===== src/rtl/adc_cap_pkg.sv =====
package adc_cap_pkg;

  typedef enum logic [1:0] {
    ST_IDLE,
    ST_SETUP,
    ST_FRAME,
    ST_ACQ
  } cap_state_e;

endpackage


===== src/rtl/adc_sclk_gen.sv =====
module adc_sclk_gen #(
  parameter int unsigned DIV        = 4,
  parameter int unsigned FRAME_CLKS = 16,
  localparam int unsigned IDX_W     = $clog2(FRAME_CLKS + 1)
) (
  input  logic             clk_i,
  input  logic             rst_ni,
  input  logic             launch_i,
  output logic             sclk_o,
  output logic             rise_o,
  output logic [IDX_W-1:0] rise_idx_o,
  output logic             done_o
);

  localparam int unsigned HALF = DIV / 2;
  localparam int unsigned PH_W = (DIV > 2) ? $clog2(DIV) : 1;

  logic             active_q;
  logic             sclk_q;
  logic [PH_W-1:0]  ph_q;
  logic [IDX_W-1:0] cnt_q;

  // rise_o marks the edge at which sclk goes high; done_o the frame end slot
  always_comb begin
    rise_o     = 1'b0;
    rise_idx_o = '0;
    done_o     = 1'b0;
    if (launch_i) begin
      rise_o     = 1'b1;
      rise_idx_o = IDX_W'(1);
    end else if (active_q && ph_q == PH_W'(DIV - 1)) begin
      if (cnt_q == IDX_W'(FRAME_CLKS)) begin
        done_o = 1'b1;
      end else begin
        rise_o     = 1'b1;
        rise_idx_o = cnt_q + 1'b1;
      end
    end
  end

  always_ff @(posedge clk_i or negedge rst_ni) begin
    if (!rst_ni) begin
      active_q <= 1'b0;
      sclk_q   <= 1'b0;
      ph_q     <= '0;
      cnt_q    <= '0;
    end else if (rise_o) begin
      active_q <= 1'b1;
      sclk_q   <= 1'b1;
      ph_q     <= '0;
      cnt_q    <= rise_idx_o;
    end else if (done_o) begin
      active_q <= 1'b0;
      sclk_q   <= 1'b0;
      ph_q     <= '0;
      cnt_q    <= '0;
    end else if (active_q) begin
      ph_q <= ph_q + 1'b1;
      if (ph_q == PH_W'(HALF - 1)) sclk_q <= 1'b0;
    end
  end

  assign sclk_o = sclk_q;

endmodule


===== src/rtl/adc_bit_shift.sv =====
module adc_bit_shift #(
  parameter int unsigned DATA_BITS = 12,
  parameter int unsigned OUT_W     = 16,
  parameter int unsigned LEAD_CLKS = 3,
  parameter int unsigned IDX_W     = 5
) (
  input  logic             clk_i,
  input  logic             rst_ni,
  input  logic             rise_i,
  input  logic [IDX_W-1:0] idx_i,
  input  logic             sdata_i,
  output logic [OUT_W-1:0] word_o
);

  localparam int unsigned FIRST = LEAD_CLKS + 1;
  localparam int unsigned LAST  = LEAD_CLKS + DATA_BITS;

  logic [DATA_BITS-1:0] sh_q;
  logic                 in_win;

  assign in_win = rise_i && (idx_i >= IDX_W'(FIRST)) && (idx_i <= IDX_W'(LAST));

  always_ff @(posedge clk_i or negedge rst_ni) begin
    if (!rst_ni)     sh_q <= '0;
    else if (in_win) sh_q <= {sh_q[DATA_BITS-2:0], sdata_i};
  end

  generate
    if (OUT_W > DATA_BITS) begin : g_sext
      assign word_o = {{(OUT_W - DATA_BITS){sh_q[DATA_BITS-1]}}, sh_q};
    end else begin : g_trunc
      assign word_o = sh_q[DATA_BITS-1 -: OUT_W];
    end
  endgenerate

endmodule


===== src/rtl/adc_conv_capture.sv =====
module adc_conv_capture
  import adc_cap_pkg::*;
#(
  parameter int unsigned DIV           = 4,
  parameter int unsigned FRAME_CLKS    = 16,
  parameter int unsigned DATA_BITS     = 12,
  parameter int unsigned OUT_W         = 16,
  parameter int unsigned LEAD_CLKS     = 3,
  parameter int unsigned START_DLY     = 2,
  parameter int unsigned MAX_START_DLY = 8,
  parameter int unsigned MAX_SCLK_DIV  = 16,
  parameter int unsigned ACQ_CYC       = 6
) (
  input  logic             clk_i,
  input  logic             rst_ni,
  input  logic             start_i,
  input  logic             sdata_i,
  output logic             conv_no,
  output logic             sclk_o,
  output logic [OUT_W-1:0] sample_o,
  output logic             valid_o
);

  localparam int unsigned IDX_W = $clog2(FRAME_CLKS + 1);
  localparam int unsigned DLY_W = $clog2(START_DLY + 1);
  localparam int unsigned ACQ_W = $clog2(ACQ_CYC + 1);

  cap_state_e       state_q;
  logic             conv_q;
  logic [DLY_W-1:0] dly_q;
  logic [ACQ_W-1:0] acq_q;
  logic             valid_q;
  logic [OUT_W-1:0] sample_q;

  logic             launch;
  logic             rise;
  logic [IDX_W-1:0] rise_idx;
  logic             frame_done;
  logic [OUT_W-1:0] word;

  assign launch = (state_q == ST_SETUP) && (dly_q == DLY_W'(START_DLY));

  adc_sclk_gen #(
    .DIV       (DIV),
    .FRAME_CLKS(FRAME_CLKS)
  ) u_sclk (
    .clk_i     (clk_i),
    .rst_ni    (rst_ni),
    .launch_i  (launch),
    .sclk_o    (sclk_o),
    .rise_o    (rise),
    .rise_idx_o(rise_idx),
    .done_o    (frame_done)
  );

  adc_bit_shift #(
    .DATA_BITS(DATA_BITS),
    .OUT_W    (OUT_W),
    .LEAD_CLKS(LEAD_CLKS),
    .IDX_W    (IDX_W)
  ) u_shift (
    .clk_i  (clk_i),
    .rst_ni (rst_ni),
    .rise_i (rise),
    .idx_i  (rise_idx),
    .sdata_i(sdata_i),
    .word_o (word)
  );

  always_ff @(posedge clk_i or negedge rst_ni) begin
    if (!rst_ni) begin
      state_q  <= ST_IDLE;
      conv_q   <= 1'b1;
      dly_q    <= '0;
      acq_q    <= '0;
      valid_q  <= 1'b0;
      sample_q <= '0;
    end else begin
      valid_q <= 1'b0;
      unique case (state_q)
        ST_IDLE: begin
          if (start_i) begin
            state_q <= ST_SETUP;
            conv_q  <= 1'b0;
            dly_q   <= DLY_W'(1);
          end
        end
        ST_SETUP: begin
          if (launch) state_q <= ST_FRAME;
          else        dly_q   <= dly_q + 1'b1;
        end
        ST_FRAME: begin
          if (frame_done) begin
            state_q  <= ST_ACQ;
            conv_q   <= 1'b1;
            valid_q  <= 1'b1;
            sample_q <= word;
            acq_q    <= ACQ_W'(1);
          end
        end
        ST_ACQ: begin
          if (acq_q == ACQ_W'(ACQ_CYC)) state_q <= ST_IDLE;
          else                          acq_q   <= acq_q + 1'b1;
        end
        default: state_q <= ST_IDLE;
      endcase
    end
  end

  assign conv_no  = conv_q;
  assign valid_o  = valid_q;
  assign sample_o = sample_q;

endmodule


===== config.mk =====
export PLATFORM = sky130hd
export DESIGN_NAME = adc_conv_capture
export DESIGN_NICKNAME = d
export VERILOG_FILES = /design/src/rtl/adc_cap_pkg.sv /design/src/rtl/adc_sclk_gen.sv /design/src/rtl/adc_bit_shift.sv /design/src/rtl/adc_conv_capture.sv
export SDC_FILE = /design/constraint.sdc
export NUM_CORES = 1
export LEC_CHECK = 0
export BUFFER_PORTS_ARGS = -buffer_cell sky130_fd_sc_hd__buf_2
export CAP_MARGIN = 30
export CORE_MARGIN = 1
export CORE_UTILIZATION = 57
export CTS_CLUSTER_DIAMETER = 100
export CTS_CLUSTER_SIZE = 16
export DETAILED_ROUTE_END_ITERATION = 16
export GPL_TIMING_DRIVEN = 0
export HOLD_SLACK_MARGIN = 0.15
export PLACE_DENSITY = 0.78
export SLEW_MARGIN = 5
export SYNTH_ARGS = -nofsm -noshare
export SYNTH_HDL_FRONTEND = slang
export SYNTH_SLANG_ARGS = --single-unit
export TNS_END_PERCENT = 30

===== constraint.sdc =====
create_clock -name clk_i -period 5.6 [get_ports clk_i]
set_input_delay 0.84 -clock clk_i [delete_from_list [all_inputs] [get_ports clk_i]]
set_output_delay 0.84 -clock clk_i [all_outputs]
set_load 0.005 [all_outputs]

==> results.yml <==
run_status:
  status: "finished clean"
synthesis:
  syn_area_per_cell_sq_um: 12.48
  syn_area_sq_mm: 0.002135
  yosysMostFrequentCell: "dfrtp_1"
  yosysTopAreaCellShare: 0.4807
  ys_types: 45
  synth-main-ff-cell: "dfrtp_1"
  synthArstFlopShare: 1.000
  synth_edf_count: 0
  ys_ff_latch: 42
  synth.area.top_cells: "dfrtp_1, mux2_2, ha_1"
  synth_common_cells: "dfrtp_1, mux2_2, ha_1, inv_1, mux2_4"
  synth_fp_nets: 187
  ys_seq_area_frac: 0.4930
  yosys.area.top_type: "dfrtp_1"
  ys_warn_count: 0
  syn_inst: 171
clock_network:
  clockBufferDepth: 2
  htreeDepth: 2
  clk_latency_ns: 0.31
  cts_num_sinks: 42
  cts_hold_buffers: 0
  path_clk_slew_ns: 0.08
  root_buffer: "clkbuf_8"
  ctsResizeCount: 0
  cts_tree: "yes"
  numCtsBuffers: 5
  post_cts_buffers: 0
global_route:
  grt_overflow: 0
  grt_first_pass_wirelength_um: 6596
  antenna_found_initial: 0
  grt_usage: 0.2153
  grt_max_degree: 43
  grt_pass1_vias: 1420
sta:
  finalWorstSetupSlack_ns: 3.409
  fin_skew_ns: 0.006951
  rsz0062_at_grt: "no"
  tightest_slew_ns: 0.5453
  setup_viol: 0
  fin_crit_sh: 0.3913
  tns_ns: 0
  slew_violations: 0
  fin_crit_ns: 2.191
  finalHoldViolCount: 0
  fmax_mhz: 456.4
  slew_headroom: 0.6332
floorplanning:
  fp.dieH_um: 63.20
  die_x_um: 63.20
  die_area_sq_mm: 0.003994
  initial_core_util: 0.6154
  rows: 21
  pin_count: 23
  coreArea_sq_mm: 0.003468
worst_setup_path:
  endpoint_kind: "flip-flop"
  cp_max_fo: 10
  worstPathArrival_ns: 2.38
  cp-start-kind: "flip-flop"
  reg2reg_depth: 6
  timing.rr.start: "u_sclk.cnt_q[0]$_DFFE_PN0P_"
  crit_type: "reg -> reg"
  cp.required_ns: 5.79
  reg2reg_to: "u_shift.sh_q[5]$_DFFE_PN0P_"
  rrSetupSlack_ns: 3.41
flow_run:
  maxCapViolations: 0
finish:
  synthToLayoutAreaGrowth_pct: 13.01
  n_antenna_cell: 0
  nNetsFinal: 217
  layout-drive-gt1-share: 0.3515
placement:
  hpwl_um: 2594
  gp_congestion: 0.8161
  portBuffers: 22
  post-place-ws_ns: 3.440
routing:
  post-route-drc-count: 0
  wl_per_cell_um: 15.09
  drtIter0Drc: 58
  finalWirelength_um: 3742
  via_per_inst: 5.532
  vias: 1372
  final_antenna_net_count: 0
  first_pass_iters: 4
hold_path:
  hold_class: "in -> async"
power_and_ir_drop:
  leakage_nw: 1.225
  irDropWorstVdd_mv: 0.3527
  power.density_mw_per_mm2: 419.3
-- worst max-delay path, stage by stage, from the launching register on --
cell       delay, ns
dfrtp_1         0.45
ha_1            0.29
and3_1          0.18
o21ai_1         0.10
a2111oi_4       0.51
buf_8           0.23
mux2_4          0.31
-- report_power, final --
part	switching [mW]	internal [mW]	leakage, nW
sequential	0.0593	0.364	0.554
combinational	0.207	0.185	0.627
clock	0.109	0.0875	0.0441
-- state kept, by name (all words and copies together) (netlist names) --
register,cells
acq_q,3
conv_no,1
dly_q,2
sample_o,12
state_q,2
u_sclk.active_q,1
u_sclk.cnt_q,5
u_sclk.ph_q,2
u_sclk.sclk_o,1
u_shift.sh_q,12
valid_o,1
-- layout by cell type, fill, tap and decap left out, types with 3 or more instances in the layout --
cell type / n
buf_4: 4
nand2_1: 6
clkbuf_8: 5
buf_2: 23
inv_1: 11
a21boi_0: 3
mux2_4: 10
ha_1: 12
nor2_1: 7
mux2_2: 15
o21ai_0: 3
nor3_1: 6
buf_6: 3
a31oi_1: 3
dfrtp_1: 41
a21oi_1: 9
-- kinds of logic (layout without fill, tap and decap cells) --
group | Yosys count | after routing | share of synthesized area
flops | 42 | 42 | 0.4930
buf+inv | 21 | 52 | 0.06037
mux | 27 | 27 | 0.1588
xor+xnor | 2 | 2 | 0.008208
fa+ha+maj | 12 | 12 | 0.07034
simple gates | 34 | 34 | 0.08911
compound gates | 33 | 33 | 0.1202
-- layer usage --
layer	vias to the layer above	part of all wire	global-route usage
met5	-	0	0
met4	0	0.021	0.09659
met3	7	0.034	0.03986
met2	25	0.49	0.3414
met1	673	0.46	0.2878
li1	667	-	-
-- per-stage QoR --
stage | utilization | std cells | hold WS, ns | cell area (sq um) | power [mW]
global placement | 0.6638 | 239 | 0.4627 | 2302 | 0.7783
finish | 0.6955 | 248 | 0.3383 | 2412 | 1.012
CTS | 0.6898 | 247 | 0.4911 | 2392 | 1.014
detailed placement | 0.6638 | 239 | 0.4729 | 2302 | 0.8159
global route | 0.6955 | 248 | 0.3385 | 2412 | 1.087
floorplan | - | 171 | 0.4600 | 2135 | 0.7257
-- area by class of cell --
class                           count  area (sq um)
Inverter                           11         41.29
Clock inverter                      3         21.27
Buffer                             10         87.58
Multi-Input combinational cell    108         953.4
Sequential cell                    42          1052
Clock buffer                        5         68.82
Fill cell                         265          1056
Timing Repair Buffer               23         130.1
Tap cell                           46         57.56
-- how the worst max path moves through the flow --
stage | start | end | slack, ns | depth (start not counted)
finish | u_sclk.cnt_q[0]$_DFFE_PN0P_ | u_shift.sh_q[5]$_DFFE_PN0P_ | 3.41 | 6
global route | u_sclk.cnt_q[0]$_DFFE_PN0P_ | u_shift.sh_q[5]$_DFFE_PN0P_ | 3.32 | 8
CTS | u_sclk.cnt_q[0]$_DFFE_PN0P_ | u_shift.sh_q[8]$_DFFE_PN0P_ | 3.44 | 6
detailed placement | u_sclk.cnt_q[0]$_DFFE_PN0P_ | u_shift.sh_q[8]$_DFFE_PN0P_ | 3.44 | 6
global placement | u_sclk.cnt_q[0]$_DFFE_PN0P_ | u_shift.sh_q[4]$_DFFE_PN0P_ | 3.53 | 8
floorplan | u_sclk.cnt_q[0]$_DFFE_PN0P_ | u_shift.sh_q[10]$_DFFE_PN0P_ | 3.65 | 6
(Power assumes the default switching activity.)
